[src/rtl/hb_gate_pkg.sv]
package hb_gate_pkg;

  // Sequencer phases; dead-time phases wait on gate feedback.
  typedef enum logic [2:0] {
    ST_OFF   = 3'd0,
    ST_HI_DT = 3'd1,
    ST_HI_ON = 3'd2,
    ST_LO_DT = 3'd3,
    ST_LO_ON = 3'd4,
    ST_FAULT = 3'd5
  } hb_state_e;

endpackage

[src/rtl/hb_sat_counter.sv]
module hb_sat_counter #(
  parameter int MAX_VAL    = 40,
  parameter int CNT_W      = $clog2(MAX_VAL + 1),
  parameter bit RST_AT_MAX = 1'b0
) (
  input  logic             clk,
  input  logic             rst_n,
  input  logic             clr_i,
  input  logic             inc_i,
  output logic [CNT_W-1:0] cnt_o
);

  localparam logic [CNT_W-1:0] TOP_VAL = CNT_W'(MAX_VAL);
  localparam logic [CNT_W-1:0] RST_VAL = RST_AT_MAX ? TOP_VAL : '0;

  logic [CNT_W-1:0] cnt_q;
  logic [CNT_W-1:0] cnt_d;

  always_comb begin
    cnt_d = cnt_q;
    if (clr_i) begin
      cnt_d = '0;
    end else if (inc_i && (cnt_q != TOP_VAL)) begin
      cnt_d = cnt_q + 1'b1;
    end
  end

  always_ff @(posedge clk or negedge rst_n) begin
    if (!rst_n) begin
      cnt_q <= RST_VAL;
    end else begin
      cnt_q <= cnt_d;
    end
  end

  assign cnt_o = cnt_q;

endmodule

[src/rtl/hb_fb_watchdog.sv]
module hb_fb_watchdog
  import hb_gate_pkg::*;
#(
  parameter int TIMEOUT_CYC = 64
) (
  input  logic      clk,
  input  logic      rst_n,
  input  hb_state_e state_i,
  input  logic      lo_gate_off_i,
  input  logic      hi_gate_off_i,
  output logic      timeout_o
);

  localparam int WD_MAX = TIMEOUT_CYC - 1;
  localparam int WD_W   = $clog2(WD_MAX + 1);

  logic            waiting;
  logic [WD_W-1:0] wait_cnt;

  // Waiting means a dead-time phase whose awaited flag is still low.
  always_comb begin
    waiting = 1'b0;
    if ((state_i == ST_HI_DT) && !lo_gate_off_i) waiting = 1'b1;
    if ((state_i == ST_LO_DT) && !hi_gate_off_i) waiting = 1'b1;
  end

  hb_sat_counter #(
    .MAX_VAL    (WD_MAX),
    .CNT_W      (WD_W),
    .RST_AT_MAX (1'b0)
  ) u_wait_cnt (
    .clk   (clk),
    .rst_n (rst_n),
    .clr_i (!waiting),
    .inc_i (waiting),
    .cnt_o (wait_cnt)
  );

  assign timeout_o = waiting && (wait_cnt == WD_W'(WD_MAX));

endmodule

[src/rtl/hb_seq_fsm.sv]
module hb_seq_fsm
  import hb_gate_pkg::*;
(
  input  logic      clk,
  input  logic      rst_n,
  input  logic      pwm_i,
  input  logic      ccm_force_i,
  input  logic      lo_gate_off_i,
  input  logic      hi_gate_off_i,
  input  logic      zc_i,
  input  logic      hiz_i,
  input  logic      min_off_ok_i,
  input  logic      lo_min_done_i,
  input  logic      fb_timeout_i,
  output hb_state_e state_o,
  output logic      hi_fall_o
);

  hb_state_e state_q;
  hb_state_e state_d;

  always_comb begin
    state_d = state_q;
    if (state_q == ST_FAULT) begin
      state_d = ST_FAULT;
    end else if (hiz_i) begin
      state_d = ST_OFF;
    end else if (fb_timeout_i) begin
      state_d = ST_FAULT;
    end else begin
      unique case (state_q)
        ST_OFF: begin
          // Lower never starts from idle: a pre-charged output is kept.
          if (pwm_i) state_d = ST_HI_DT;
        end
        ST_HI_DT: begin
          if (!pwm_i) begin
            state_d = ST_OFF;
          end else if (lo_gate_off_i && min_off_ok_i) begin
            state_d = ST_HI_ON;
          end
        end
        ST_HI_ON: begin
          if (!pwm_i) state_d = ST_LO_DT;
        end
        ST_LO_DT: begin
          if (hi_gate_off_i) state_d = ST_LO_ON;
        end
        ST_LO_ON: begin
          if (lo_min_done_i) begin
            if (pwm_i) begin
              state_d = ST_HI_DT;
            end else if (!ccm_force_i && zc_i) begin
              state_d = ST_OFF;
            end
          end
        end
        default: state_d = ST_FAULT;
      endcase
    end
  end

  always_ff @(posedge clk or negedge rst_n) begin
    if (!rst_n) begin
      state_q <= ST_OFF;
    end else begin
      state_q <= state_d;
    end
  end

  assign state_o   = state_q;
  assign hi_fall_o = (state_q == ST_HI_ON) && (state_d != ST_HI_ON);

endmodule

[src/rtl/hb_gate_seq.sv]
module hb_gate_seq
  import hb_gate_pkg::*;
#(
  parameter int MIN_OFF_CYC    = 40,
  parameter int OC_DLY_CYC     = 27,
  parameter int FB_TIMEOUT_CYC = 64
) (
  input  logic clk,
  input  logic rst_n,
  input  logic pwm_i,
  input  logic ccm_force_i,
  input  logic lo_gate_off_i,
  input  logic hi_gate_off_i,
  input  logic zc_i,
  input  logic hiz_i,
  output logic hi_en_o,
  output logic lo_en_o,
  output logic oc_sample_o,
  output logic fb_fault_o
);

  localparam int OFF_W  = $clog2(MIN_OFF_CYC + 1);
  localparam int LO_MAX = OC_DLY_CYC + 1;
  localparam int LO_W   = $clog2(LO_MAX + 1);

  hb_state_e        state;
  logic             hi_fall;
  logic             min_off_ok;
  logic             lo_min_done;
  logic             fb_timeout;
  logic             in_lo_on;
  logic [OFF_W-1:0] off_cnt;
  logic [LO_W-1:0]  lo_cnt;

  assign in_lo_on = (state == ST_LO_ON);

  hb_seq_fsm u_fsm (
    .clk           (clk),
    .rst_n         (rst_n),
    .pwm_i         (pwm_i),
    .ccm_force_i   (ccm_force_i),
    .lo_gate_off_i (lo_gate_off_i),
    .hi_gate_off_i (hi_gate_off_i),
    .zc_i          (zc_i),
    .hiz_i         (hiz_i),
    .min_off_ok_i  (min_off_ok),
    .lo_min_done_i (lo_min_done),
    .fb_timeout_i  (fb_timeout),
    .state_o       (state),
    .hi_fall_o     (hi_fall)
  );

  // Upper off-time: restarts at every upper turn-off, saturates when met.
  hb_sat_counter #(
    .MAX_VAL    (MIN_OFF_CYC),
    .CNT_W      (OFF_W),
    .RST_AT_MAX (1'b1)
  ) u_off_cnt (
    .clk   (clk),
    .rst_n (rst_n),
    .clr_i (hi_fall),
    .inc_i (1'b1),
    .cnt_o (off_cnt)
  );

  // Lower interval: runs only while the lower switch conducts.
  hb_sat_counter #(
    .MAX_VAL    (LO_MAX),
    .CNT_W      (LO_W),
    .RST_AT_MAX (1'b0)
  ) u_lo_cnt (
    .clk   (clk),
    .rst_n (rst_n),
    .clr_i (!in_lo_on),
    .inc_i (in_lo_on),
    .cnt_o (lo_cnt)
  );

  hb_fb_watchdog #(
    .TIMEOUT_CYC (FB_TIMEOUT_CYC)
  ) u_wdog (
    .clk           (clk),
    .rst_n         (rst_n),
    .state_i       (state),
    .lo_gate_off_i (lo_gate_off_i),
    .hi_gate_off_i (hi_gate_off_i),
    .timeout_o     (fb_timeout)
  );

  assign min_off_ok  = (off_cnt == OFF_W'(MIN_OFF_CYC));
  assign lo_min_done = (lo_cnt >= LO_W'(OC_DLY_CYC));

  assign hi_en_o     = (state == ST_HI_ON);
  assign lo_en_o     = in_lo_on;
  assign oc_sample_o = in_lo_on && (lo_cnt == LO_W'(OC_DLY_CYC));
  assign fb_fault_o  = (state == ST_FAULT);

endmodule

[config.mk]
export PLATFORM = sky130hd
export DESIGN_NAME = hb_gate_seq
export DESIGN_NICKNAME = d
export VERILOG_FILES = /design/src/rtl/hb_gate_pkg.sv /design/src/rtl/hb_sat_counter.sv /design/src/rtl/hb_fb_watchdog.sv /design/src/rtl/hb_seq_fsm.sv /design/src/rtl/hb_gate_seq.sv
export SDC_FILE = /design/constraint.sdc
export NUM_CORES = 1
export LEC_CHECK = 0
export ABC_AREA = 0
export BUFFER_PORTS_ARGS = -buffer_cell sky130_fd_sc_hd__buf_4
export CAP_MARGIN = 20
export CORE_MARGIN = 3
export CORE_UTILIZATION = 45
export CTS_CLUSTER_DIAMETER = 120
export CTS_CLUSTER_SIZE = 16
export DETAILED_ROUTE_END_ITERATION = 8
export GPL_ROUTABILITY_DRIVEN = 0
export PLACE_DENSITY = 0.68
export SLEW_MARGIN = 20
export SYNTH_ARGS = -nofsm -noshare
export SYNTH_HDL_FRONTEND = slang
export SYNTH_HIERARCHICAL = 1
export SYNTH_SLANG_ARGS = --single-unit
export TNS_END_PERCENT = 100
[constraint.sdc]
create_clock -name clk -period 3.15 [get_ports clk]
set_input_delay 0.315 -clock clk [delete_from_list [all_inputs] [get_ports clk]]
set_output_delay 0.315 -clock clk [all_outputs]
set_load 0.02 [all_outputs]
==> flow_metrics.tcl <==
set metrics [dict create \
    ff2ff_setup_slack_ps 310 \
    numCtsBuffers 3 \
    vias 1187 \
    synthCells 148 \
    synth_seq_cells 20 \
    slew_viol_final 0 \
    fmax_mhz 353 \
    ys_async_sr_fraction 1.00 \
    status "complete, no violations" \
    cts.reportedPaths.clkPinSlew_ps 120 \
    antenna_found_initial 0 \
    syn_nets 161 \
    grt_pass1_wl_um 4840 \
    ant_nets 0 \
    synth.distinct_cells 52 \
    synth.yosys.seq_area_share 0.359 \
    fin_total_pwr_w 0.000697 \
    io_pins 12 \
    htree_levels 1 \
    holdPathEnd "u_fsm/state_o[0]" \
    stdcell_area_um2 1550 \
    powerDensity_nw_per_um2 449 \
    synth_area_per_cell_um2 9.46 \
    whs_ps 328 \
    yosysWarningCount 6 \
    die_area_um2 3820 \
    place_ws_ps 350 \
    cts_tree "done" \
    grt_max_degree 21 \
    p_leak_nw 0.637 \
    cp.required_ps 3330 \
    hold_start "hiz_i" \
    viasPerCell 6.15 \
    die_h_um 61.8 \
    grt.total_usage 0.169 \
    synth_ff_type "dfrtp_1" \
    rsz0062_at_grt "no" \
    min_path_type "input port to register" \
    slew_headroom 0.602 \
    cp-start-kind "register" \
    synthesis.area_um2 1400 \
    dpl-instance-area_um2 1510 \
    fin_ws_ps 314 \
    timing.setup.tns_ps 0 \
    core_um2 2850 \
    drive_gt1_frac 0.179 \
    grt_pass1_vias 1075 \
    initial_core_util 0.491 \
    wl_per_cell_um 14.6 \
    cp_max_fo 11 \
    crit_type "register to register" \
    cp_cell_sequence "mux2_4 > nor4_2 > nor2_1 > a2111oi_1 > buf_4 > nor2_1 > and3b_1 > or4_1" \
    drtPass1Iterations 4 \
    hold_violations 0 \
    wirelength_um 2810 \
    drc 0 \
    first_iter_violations 94 \
    worst_clock_skew_ps 3.30 \
    nFillCells 268 \
    crit_path_end_kind "register" \
    cts_sinks 20 \
    die_w_um 61.8 \
    period_needed_ps 2840 \
    clock-root-buffer "clkbuf_4" \
    syn_to_final_growth_pct 11.0 \
    vdd_drop_max_uv 249 \
    r2r_start "u_fsm/state_o[1]" \
    cpMostUsedCell "nor2_1" \
    num_antenna_cells 0 \
    clockBufferDepth 2 \
    worstPathArrival_ps 3020 \
    dp_hpwl_um 2110 \
    r2r_cells 8 \
    nets 176 \
    fin_crit_sh 0.900 \
    max_stage_delay_ps 530 \
    reg2reg_to "u_off_cnt/cnt_o[0]" \
    worst_path_max_delay_cell "dfrtp_1" \
    min_delay_path_depth 2 \
    grt.overflow.total 0 \
    port_buffers 11 \
    fp-row-count 19 \
    clkLatencyLatePin_ps 300 \
    drv_cap 0 \
    final-setup-viol-count 0 \
    tightest_slew_ps 595 \
    synth_edf_count 0 \
]
## registers in the layout, indices dropped and copies added, names as in the netlist
register	cells
u_lo_cnt/cnt_o	5
u_fsm/state_o	3
u_off_cnt/cnt_o	6
u_wdog/u_wait_cnt/cnt_o	6
## stage by stage
stage / util / cells
2_1_floorplan: - / 148
3_3_place_gp: 0.529 / 188
3_5_place_dp: 0.529 / 188
4_1_cts: 0.545 / 193
5_1_grt: 0.545 / 193
6_report: 0.545 / 193
## layout make-up
| cell class | count | area [µm²] | area share |
|---|---|---|---|
| Sequential cell | 20 | 503 | 0.324 |
| Inverter | 10 | 37.5 | 0.0242 |
| Timing Repair Buffer | 14 | 108 | 0.0692 |
| Tap cell | 31 | 38.8 | 0.0250 |
| Clock buffer | 4 | 36.3 | 0.0233 |
| Multi-Input combinational cell | 114 | 831 | 0.535 |
## cell usage in the layout (no fill, tap or decap), drive strengths merged, types with 3 or more instances in the layout
master,count
nand4,6
o311ai,3
buf,13
a21oi,7
nand2,9
a31oi,3
nor2,12
nor3b,5
ha,5
inv,10
mux2,3
nor3,3
nand3,4
o21ai,3
dfrtp,18
nand2b,6
nor2b,5
and3,3
a211oi,3
clkbuf,4
## synthesized netlist by cell type, drive strengths merged (4+ instances only)
cell | instances | area [µm²]
dfrtp | 18 | 450
ha | 5 | 62.6
nand2b | 6 | 45.0
nor2 | 12 | 45.0
nand4 | 6 | 37.5
nand3 | 4 | 25.0
nand2 | 9 | 33.8
a21oi | 7 | 35.0
inv | 10 | 37.5
nor3b | 5 | 48.8
nor2b | 5 | 31.3
## cells by family after synthesis
family / count (synthesis) / synth area share
flops: 20 / 0.359
fa+ha+maj: 5 / 0.0447
compound gates: 33 / 0.172
other cells: 1 / 0.00268
xor+xnor: 2 / 0.0125
simple gates: 68 / 0.316
buf+inv: 14 / 0.0483
mux: 5 / 0.0438
## routing by layer
| metal | routed length [µm] | GRT usage | part of all wire | vias up |
|---|---|---|---|---|
| met5 | 0 | 0 | 0 | - |
| met4 | 40 | 0.0606 | 0.014 | 0 |
| met3 | 90 | 0.0351 | 0.032 | 4 |
| met2 | 1340 | 0.271 | 0.48 | 23 |
| met1 | 1350 | 0.225 | 0.48 | 575 |
| li1 | - | - | - | 585 |
## how the worst max path moves through the flow
stage	start	end	cells after the start
after floorplan	u_fsm/state_o[1]	u_off_cnt/cnt_o[0]	7
after global placement	u_fsm/state_o[1]	u_off_cnt/cnt_o[0]	8
after detailed placement	u_fsm/state_o[1]	u_off_cnt/cnt_o[0]	8
after CTS	u_fsm/state_o[1]	u_off_cnt/cnt_o[0]	8
after global routing	u_fsm/state_o[1]	u_off_cnt/cnt_o[0]	8
final	u_fsm/state_o[1]	u_off_cnt/cnt_o[0]	8
## repair_timing
item,4_1_cts,5_1_grt
hold endpoints to repair,18,0
buffers inserted,0,0
resized for setup,0,0
hold buffers,1,0
## worst max-delay path: cells and delay by family, from the launching register on
family                 cells  cell delay (ps)
DFF                        1              530
muxes                      1              350
buffers and inverters      1              240
and+or+nand+nor            5             1170
AOI/OAI and AO/OA          1              430
## where the power goes
group	internal [W]	leakage [nW]	total, W	switching (W)
combinational	0.0000945	0.353	0.000185	0.0000902
sequential	0.000306	0.262	0.000363	0.0000575
clock	0.0000704	0.0210	0.000149	0.0000788
total	0.000471	0.637	0.000697	0.000227
Power figures use the tool's default switching activity.
